[src/rtl/spimf_pkg.sv]
package spimf_pkg;
  localparam int unsigned DEF_BITS        = 8;
  localparam int unsigned DEF_SYNC_STAGES = 2;

  // SCK moves away from its idle level between two samples
  function automatic logic leaves_idle(input logic cur, input logic prev, input logic idle);
    return (prev == idle) && (cur != idle);
  endfunction

  // SCK comes back to its idle level between two samples
  function automatic logic back_to_idle(input logic cur, input logic prev, input logic idle);
    return (prev != idle) && (cur == idle);
  endfunction
endpackage

[src/rtl/spimf_sync.sv]
module spimf_sync #(
  parameter int unsigned STAGES  = 2,
  parameter logic        RST_VAL = 1'b0
) (
  input  logic clk,
  input  logic rst_n,
  input  logic din,
  output logic q,
  output logic q_prev
);
  logic [STAGES-1:0] chain;

  genvar g;
  generate
    for (g = 0; g < STAGES; g++) begin : g_stage
      always_ff @(posedge clk or negedge rst_n) begin
        if (!rst_n) chain[g] <= RST_VAL;
        else if (g == 0) chain[g] <= din;
        else chain[g] <= chain[(g == 0) ? 0 : g-1];
      end
    end
  endgenerate

  always_ff @(posedge clk or negedge rst_n) begin
    if (!rst_n) q_prev <= RST_VAL;
    else q_prev <= chain[STAGES-1];
  end

  assign q = chain[STAGES-1];
endmodule

[src/rtl/spimf_slave_frame.sv]
module spimf_slave_frame
  import spimf_pkg::*;
#(
  parameter int unsigned BITS = DEF_BITS
) (
  input  logic clk,
  input  logic rst_n,
  input  logic slave_on,
  input  logic cpha,
  input  logic cpol,
  input  logic ss,
  input  logic ss_prev,
  input  logic sck,
  input  logic sck_prev,
  output logic active
);
  localparam int unsigned CW = $clog2(BITS + 1);
  localparam logic [CW-1:0] LAST = CW'(BITS - 1);

  logic [CW-1:0] cnt;
  logic ss_fall, lead, trail, start;

  assign ss_fall = !ss && ss_prev;
  assign lead    = leaves_idle(sck, sck_prev, cpol);
  assign trail   = back_to_idle(sck, sck_prev, cpol);
  // phase 0 opens on select, phase 1 on the first clock edge under select
  assign start   = cpha ? (!active && lead) : ss_fall;

  always_ff @(posedge clk or negedge rst_n) begin
    if (!rst_n) begin
      active <= 1'b0;
      cnt    <= '0;
    end else if (!slave_on || ss) begin
      active <= 1'b0;
      cnt    <= '0;
    end else if (start) begin
      active <= 1'b1;
      cnt    <= '0;
    end else if (active && trail) begin
      if (cnt == LAST) begin
        active <= 1'b0;
        cnt    <= '0;
      end else begin
        cnt <= cnt + 1'b1;
      end
    end
  end

  // deselect always drops the frame
  a_r5_deselect_idle: assert property (@(posedge clk) disable iff (!rst_n)
    ss |=> !active);
  // bit count stays below the transfer length
  a_r7_count_bound: assert property (@(posedge clk) disable iff (!rst_n)
    cnt <= LAST);
  // phase 1 frame opens on a clock edge under select
  a_r8_cpha1_open: assert property (@(posedge clk) disable iff (!rst_n)
    (slave_on && cpha && !ss && !active && lead) |=> active);
endmodule

[src/rtl/spimf_flag.sv]
module spimf_flag (
  input  logic clk,
  input  logic rst_n,
  input  logic set_master,
  input  logic set_slave,
  input  logic clr,
  output logic flag,
  output logic pulse
);
  always_ff @(posedge clk or negedge rst_n) begin
    if (!rst_n) begin
      flag  <= 1'b0;
      pulse <= 1'b0;
    end else begin
      pulse <= set_master;
      if (set_master || set_slave) flag <= 1'b1;
      else if (clr) flag <= 1'b0;
    end
  end

  // sticky without clear
  a_r11_sticky: assert property (@(posedge clk) disable iff (!rst_n)
    (flag && !clr) |=> flag);
  // clear without a new fault empties the flag
  a_r11_clear: assert property (@(posedge clk) disable iff (!rst_n)
    (clr && !set_master && !set_slave) |=> !flag);
  // a new fault wins over a clear
  a_r11_set_wins: assert property (@(posedge clk) disable iff (!rst_n)
    (set_master || set_slave) |=> flag);
  // strobe lasts one cycle
  a_r3_single_pulse: assert property (@(posedge clk) disable iff (!rst_n)
    (pulse && !set_master) |=> !pulse);
  // slave fault gives no strobe
  a_r10_slave_quiet: assert property (@(posedge clk) disable iff (!rst_n)
    (set_slave && !set_master) |=> !pulse);
endmodule

[src/rtl/spi_mode_fault_det.sv]
module spi_mode_fault_det
  import spimf_pkg::*;
#(
  parameter int unsigned BITS        = DEF_BITS,
  parameter int unsigned SYNC_STAGES = DEF_SYNC_STAGES
) (
  input  logic clk,
  input  logic rst_n,
  input  logic ss_pin,
  input  logic sck_pin,
  input  logic spi_en,
  input  logic master_sel,
  input  logic fault_en,
  input  logic err_irq_en,
  input  logic cpha,
  input  logic cpol,
  input  logic rx_full,
  input  logic overrun,
  input  logic flag_clr,
  output logic fault_flag,
  output logic clr_enable,
  output logic set_tx_empty,
  output logic clr_bitcnt,
  output logic release_pins,
  output logic irq
);
  logic ss_s, ss_p, sck_s, sck_p;
  logic slave_on, frame_active;
  logic fault_m, fault_s, pulse;

  spimf_sync #(.STAGES(SYNC_STAGES), .RST_VAL(1'b1)) u_ss_sync (
    .clk(clk), .rst_n(rst_n), .din(ss_pin), .q(ss_s), .q_prev(ss_p));

  spimf_sync #(.STAGES(SYNC_STAGES), .RST_VAL(1'b0)) u_sck_sync (
    .clk(clk), .rst_n(rst_n), .din(sck_pin), .q(sck_s), .q_prev(sck_p));

  assign slave_on = spi_en && !master_sel;

  spimf_slave_frame #(.BITS(BITS)) u_frame (
    .clk(clk), .rst_n(rst_n), .slave_on(slave_on), .cpha(cpha), .cpol(cpol),
    .ss(ss_s), .ss_prev(ss_p), .sck(sck_s), .sck_prev(sck_p),
    .active(frame_active));

  // master: select driven low by someone else; slave: deselect mid-frame
  assign fault_m = fault_en && spi_en && master_sel && !ss_s && ss_p;
  assign fault_s = fault_en && slave_on && ss_s && !ss_p && frame_active;

  spimf_flag u_flag (
    .clk(clk), .rst_n(rst_n), .set_master(fault_m), .set_slave(fault_s),
    .clr(flag_clr), .flag(fault_flag), .pulse(pulse));

  assign clr_enable   = pulse;
  assign set_tx_empty = pulse;
  assign clr_bitcnt   = pulse;
  assign release_pins = pulse;

  assign irq = rx_full || (err_irq_en && (fault_flag || overrun));

  // no detection, no new flag
  a_r4_disabled_stays_clear: assert property (@(posedge clk) disable iff (!rst_n)
    (!fault_en && !fault_flag) |=> !fault_flag);
  // master select loss sets flag and strobe
  a_r2_master_fault: assert property (@(posedge clk) disable iff (!rst_n)
    (spi_en && master_sel && fault_en && !ss_s && ss_p) |=> (fault_flag && clr_enable));
  // strobes only alongside a set flag
  a_r3_strobe_with_flag: assert property (@(posedge clk) disable iff (!rst_n)
    clr_enable |-> fault_flag);
endmodule

[config.mk]
export PLATFORM = sky130hd
export DESIGN_NAME = spi_mode_fault_det
export DESIGN_NICKNAME = d
export VERILOG_FILES = /design/src/rtl/spimf_pkg.sv /design/src/rtl/spimf_sync.sv /design/src/rtl/spimf_slave_frame.sv /design/src/rtl/spimf_flag.sv /design/src/rtl/spi_mode_fault_det.sv
export SDC_FILE = /design/constraint.sdc
export NUM_CORES = 1
export LEC_CHECK = 0
export ABC_AREA = 1
export BUFFER_PORTS_ARGS = -buffer_cell sky130_fd_sc_hd__buf_4
export CORE_UTILIZATION = 44
export DETAILED_ROUTE_END_ITERATION = 7
export PLACE_DENSITY = 0.68
export SLEW_MARGIN = 15
export SYNTH_ARGS = -nofsm -noshare
export SYNTH_HDL_FRONTEND = slang
export SYNTH_SLANG_ARGS = --single-unit
[constraint.sdc]
create_clock -name clk -period 1 [get_ports clk]
set_input_delay 0.2 -clock clk [delete_from_list [all_inputs] [get_ports clk]]
set_output_delay 0.2 -clock clk [all_outputs]
set_load 0.01 [all_outputs]
## After elaboration in Yosys (flattened, before gate mapping)

Index checks and enable logic that the tools add are counted.

- Add/subtract/negate cells: 1
- Multipliers: 0
- Div/mod/pow operators: 0
- $lt $le $gt $ge: 0
- Equality and inequality tests: 5
- Shift operators: 0
- Muxes and demuxes: 11
- Bitwise gates (word level): 0
- Reduce and logical (&&, ||, !) cells: 28

Operators by type and width:

| kind | count |
|---|---|
| $mux W4 | 4 |
| $logic_and A1 B1 Y1 | 15 |
| $mux W1 | 7 |
| $reduce_bool A3 Y1 | 2 |
| $logic_not A1 Y1 | 5 |
| $add A4 B1 Y4 const B | 1 |
| $eq A4 B3 Y1 const B | 1 |
| $logic_or A1 B1 Y1 | 4 |
| $eq A1 B1 Y1 | 2 |
| $ne A1 B1 Y1 | 2 |
| $reduce_and A2 Y1 | 1 |
| $reduce_bool A2 Y1 | 1 |

- Register bits after elaboration: 13
- Bits in latches: 0
- Bits in writable memories: 0
- ROM bits: 0
- Input bits: 13
- Word-level logic and storage cells: 55
- Memories kept: 0

## Longest topological paths before layout

- Depth after elaboration: 8
- Gate-level depth with buffers: 8

## Hierarchy

From an unflattened synthesis, not the netlist that was laid out.

- Cells, all modules: 80
- Area total of the unflattened synthesis: 671.9 sq um

By module, submodules not included:

| module | instances | cells each | area an instance (sq um) |
|---|---|---|---|
| spimf_slave_frame | 1 | 51 | 372.9 |
| spi_mode_fault_det | 1 | 17 | 80.1 |
| spimf_sync at u_ss_sync | 1 | 3 | 78.8 |
| spimf_sync at u_sck_sync | 1 | 3 | 75.1 |
| spimf_flag | 1 | 6 | 65.1 |

## Worst setup path after synthesis

Ideal clock, no wire load.

- Path kind: register -> register
- From: reg u_ss_sync.chain[1] (netlist: u_ss_sync.q)
- To: reg u_frame.active
- Setup time: 65 ps
- Arrival time: 1,018 ps
- Required time: 935 ps
- Slack: -83 ps
- Cell stages (with the launch flop): 7
- Clock period less this slack: 1,083 ps
- Cell sequence: dfstp_2 inv_1 nand3_2 nand2_2 a21oi_1 nand2_1 nand2_1

- Longest elaborated chain between the ends: 5

RTL lines:

| element | line | source |
|---|---|---|
| start, declared | spimf_sync.sv:11 | `logic [STAGES-1:0] chain;` |
| start signal, assigned by index | spimf_sync.sv:18 | `else if (g == 0) chain[g] <= din;` |
| start signal, assigned by index | spimf_sync.sv:19 | `else chain[g] <= chain[(g == 0) ? 0 : g-1];` |
| $logic_not A1 Y1 | spimf_slave_frame.sv:23 | `assign ss_fall = !ss && ss_prev;` |
| $logic_and A1 B1 Y1 | spimf_slave_frame.sv:23 |  |
| $mux W1 | spimf_slave_frame.sv:27 | `assign start = cpha ? (!active && lead) : ss_fall;` |
| $reduce_bool A3 Y1 (no source line) / $mux W1 (equally long branches) | -- |  |
| $reduce_and A2 Y1 (no source line) / $mux W1 (equally long branches) | -- |  |
| end signal, assigned | spimf_slave_frame.sv:31 | `active <= 1'b0;` |
| end signal, assigned | spimf_slave_frame.sv:34 | `active <= 1'b0;` |
| end signal, assigned | spimf_slave_frame.sv:37 | `active <= 1'b1;` |
| end, declared | spimf_slave_frame.sv:15 | `output logic active` |

Several ways; a longest one is shown, not always the timed one.
A chain may end at the register's enable or synchronous reset.

## Worst setup path in the final report

- From: reg u_flag.flag
- To: out irq

- Longest elaborated chain between the ends: 3

RTL lines:

| element | line | source |
|---|---|---|
| start, declared | spimf_flag.sv:7 | `output logic flag,` |
| start signal, assigned | spimf_flag.sv:12 | `flag <= 1'b0;` |
| start signal, assigned | spimf_flag.sv:16 | `if (set_master \|\| set_slave) flag <= 1'b1;` |
| start signal, assigned | spimf_flag.sv:17 | `else if (clr) flag <= 1'b0;` |
| $logic_or A1 B1 Y1 | spi_mode_fault_det.sv:57 | `assign irq = rx_full \|\| (err_irq_en && (fault_flag \|\| overrun));` |
| $logic_and A1 B1 Y1 | spi_mode_fault_det.sv:57 |  |
| $logic_or A1 B1 Y1 | spi_mode_fault_det.sv:57 |  |
| end, declared | spi_mode_fault_det.sv:25 | `output logic irq` |

Every way passes these cells.

==> insert_results.sql <==
INSERT INTO impl_metrics (metric_group, metric, value, unit) VALUES
('global_routing', 'vias_in_the_first_global_route', '580', ''),
('clock_tree', 'cts_tree', 'done', ''),
('clock_tree', 'number_of_buffers_inserted_during_clock_tree_synthesis', '3', ''),
('timing', 'slew_limit_headroom', '86.0', '%'),
('yosys', 'synth_compound_gate_area_share', '2.91', '%'),
('global_routing', 'grt-ovfl-total', '0', ''),
('floorplanning', 'core.rowCount', '13', ''),
('global_routing', 'grt_antenna_before_repair', '0', ''),
('layout', 'number_of_nets_in_the_final_layout', '122', ''),
('clock_tree', 'clock_latency', '0.27', 'ns'),
('yosys', 'synth_top_family_by_area', 'simple AND/OR/NAND/NOR gates', ''),
('pwr', 'pwr-share-comb', '16.6', '%'),
('pwr', 'sw_frac_of_total', '24.9', '%'),
('hold_path', 'min-delay-path-class', 'primary input to flop', ''),
('pwr', 'cellLeakagePower', '0.000521', 'uW'),
('global_routing', 'wire_length_of_the_first_global_routing_pass', '2.33', 'mm'),
('yosys', 'synthFlopType', 'dfrtp_1', ''),
('placed_design', 'pre_cts_ws', '-0.149', 'ns'),
('route', 'drc', '0', ''),
('pwr', 'power_switching', '263', 'uW'),
('pwr', 'p_per_area', '1080', 'mW/mm^2'),
('layout', 'multiInputGateArea', '325', 'um^2'),
('yosys', 'synth-xor-area-share', '2.55', '%'),
('layout', 'largest_register_ff_count', '4', ''),
('floorplanning', 'core_area', '0.00138', 'mm^2'),
('floorplanning', 'start_util', '49.8', '%'),
('yosys', 'post_synth_most_frequent_cells', '26 x nand2_1, 10 x dfrtp_1, 9 x inv_1, 4 x nand4_1', ''),
('global_routing', 'grt_util_all_layers', '17.1', '%'),
('setup_path', 'setup.worst_path.class', 'flop to primary output', ''),
('route', 'post_dr_vias_cell', '4.78', ''),
('yosys', 'fraction_of_the_yosys_area_taken_by_sequential_cells', '47.8', '%'),
('timing', 'clock_skew', '0.00356', 'ns'),
('route', 'routed_wire_length_per_instance', '9.80', 'um'),
('clock_tree', 'clkTransAtPathRegs', '0.08', 'ns'),
('timing', 'fin_crit_sh', '117', '%'),
('yosys', 'synth-simple-area-share', '35.1', '%'),
('pwr', 'power.ir.vdd_worst', '618', 'uV'),
('setup_path', 'crit_path_max_incr_delay', '0.40', 'ns'),
('pwr', 'share_seq_of_total_power', '53.6', '%'),
('setup_path', 'cp-start-kind', 'flop', ''),
('timing', 'timing.final.setup_violations', '13', ''),
('clock_tree', 'clkSinkCount', '13', ''),
('yosys', 'netlist_instances', '79', ''),
('yosys', 'synthDominantAreaCellType', 'dfrtp_1', ''),
('yosys', 'async_reset_ff_share', '100', '%'),
('setup_path', 'critical_path.slowest_cell', 'dfrtp_1', ''),
('setup_path', 'worst-path-max-fanout', '2', ''),
('route', 'wl', '1.20', 'mm'),
('timing', 'finalWorstSetupSlack', '-0.168', 'ns'),
('pwr', 'p_clk_share', '29.8', '%'),
('pwr', 'p_int', '791', 'uW'),
('route', 'detailedRoute.firstPassIterationCount', '4', ''),
('status', 'violations_in_the_final_reports', 'negative setup slack', ''),
('timing', 'timing.final.crit_period', '1.17', 'ns'),
('route', 'drt_iter0_drc', '8', ''),
('setup_path', 'timing.critical_path.buf_inv', '1', ''),
('timing', 'maxSlewViolCount', '0', ''),
('floorplanning', 'floorplan.die_area', '0.00173', 'mm^2'),
('placed_design', 'placed_area', '877', 'um^2'),
('floorplanning', 'die-height', '41.5', 'um'),
('setup_path', 'critPathCaptureType', 'primary output', ''),
('clock_tree', 'clock_tree_buffer_depth', '2', ''),
('timing', 'achievable_freq', '856', 'MHz'),
('floorplanning', 'floorplan.die.width', '41.5', 'um'),
('layout', 'layout_cells_sized_above_1', '51.4', '%'),
('yosys', 'muxShareOfSynthArea', '0', '%'),
('yosys', 'synth.top_cell.area_share', '36.4', '%'),
('status', 'outcome', 'complete, but fails checks', ''),
('timing', 'setup-tns-final', '-1.23', 'ns'),
('placed_design', 'half_perimeter_wire_length_after_detailed_placement', '969', 'um'),
('floorplanning', 'floorplan.io_pins', '19', '');
## cell type report
class	instances	area share, %
well taps	15	1.92
multi-input cells	51	33.3
flip-flops and latches	13	33.8
repair buffers	27	23.7
clock buffers	4	2.69
inverters	12	4.61
## per-layer routing
| metal | track usage, % | share of wire [%] | vias up |
|---|---|---|---|
| li1 | - | - | 299 |
| met1 | 22.2 | 46 | 262 |
| met2 | 27.5 | 47 | 20 |
| met3 | 4.78 | 5.8 | 2 |
| met4 | 5.81 | 0.67 | 0 |
| met5 | 0 | 0 | - |
## placed cells by master (no fill, tap or decap)
cell / count
a21oi_2: 1
nand4_1: 4
nand2_2: 5
inv_2: 5
nor2_8: 1
dfrtp_1: 9
dlygate4sd3_1: 1
dfrtp_2: 1
nand3_1: 1
o21ai_2: 1
nor3_2: 1
nand2_1: 22
clkbuf_4: 3
nor2_4: 1
buf_4: 19
nor4_2: 1
nor2_1: 2
xor2_1: 1
nand2_4: 2
dfstp_2: 3
nand3_2: 4
o21ai_1: 2
xnor2_1: 1
inv_1: 7
clkbuf_1: 1
ha_1: 1
buf_6: 7
## worst register-to-register path, stage by stage, from the launching register on
cell and delay (ns):
dfstp_2 0.61, buf_4 0.14, nand2_2 0.04, nor4_2 0.14, nor2_1 0.07, o21ai_1 0.07
## worst paths after layout
check | cells after the start | end | startpoint | slack (ns)
worst max-delay path | 3 | irq | u_flag.flag$_DFFE_PN0P_ | -0.17
worst min-delay path | 1 | u_ss_sync.chain[0]$_DFF_PN1_ | ss_pin | 0.03
worst max register to register | 5 | u_flag.flag$_DFFE_PN0P_ | u_ss_sync.q$_DFF_PN1_ | -0.14
worst min register to register | 0 | u_sck_sync.q$_DFF_PN0_ | u_sck_sync.chain[0]$_DFF_PN0_ | 0.36
max in group asynchronous | 2 | u_ss_sync.q_prev$_DFF_PN1_ | rst_n | 0.46
min in group asynchronous | 2 | u_frame.active$_DFFE_PN0P_ | rst_n | 0.30
## repair_timing
item | 4_1_cts | 5_1_grt
setup buffers | 1 | 1
hold endpoints to repair | 13 | 0
hold buffers | 1 | 0
pin swaps | 3 | 9
endpoints found under the setup margin | 13 | 13
resized for setup | 9 | 7
cloned | 0 | 0
## through the flow
stage	instances	hold WS, ns	util [%]
2_1_floorplan	79	-0.0956	-
5_1_grt	122	0.00922	70.7
3_5_place_dp	115	0.0509	63.4
4_1_cts	121	0.0204	68.9
6_report	122	0.0303	70.7
3_3_place_gp	115	0.0518	63.4
## cell families (layout without fill, tap and decap cells)
| logic type | count (synthesis) | after routing |
|---|---|---|
| simple gates | 44 | 44 |
| fa+ha+maj | 1 | 1 |
| buf+inv | 15 | 43 |
| flops | 13 | 13 |
| xor+xnor | 2 | 2 |
| compound gates | 4 | 4 |
## power groups by stage
| stage | Sequential, uW | Clock, uW | Combinational (uW) |
|---|---|---|---|
| 3_3_place_gp | 572 | 0 | 155 |
| 4_1_cts | 565 | 330 | 169 |
| 2_1_floorplan | 573 | 0 | 77.3 |
| 5_1_grt | 568 | 360 | 196 |
| 6_report | 565 | 314 | 175 |
| 3_5_place_dp | 573 | 0 | 157 |
No activity file was read; power rests on OpenSTA's default activity.
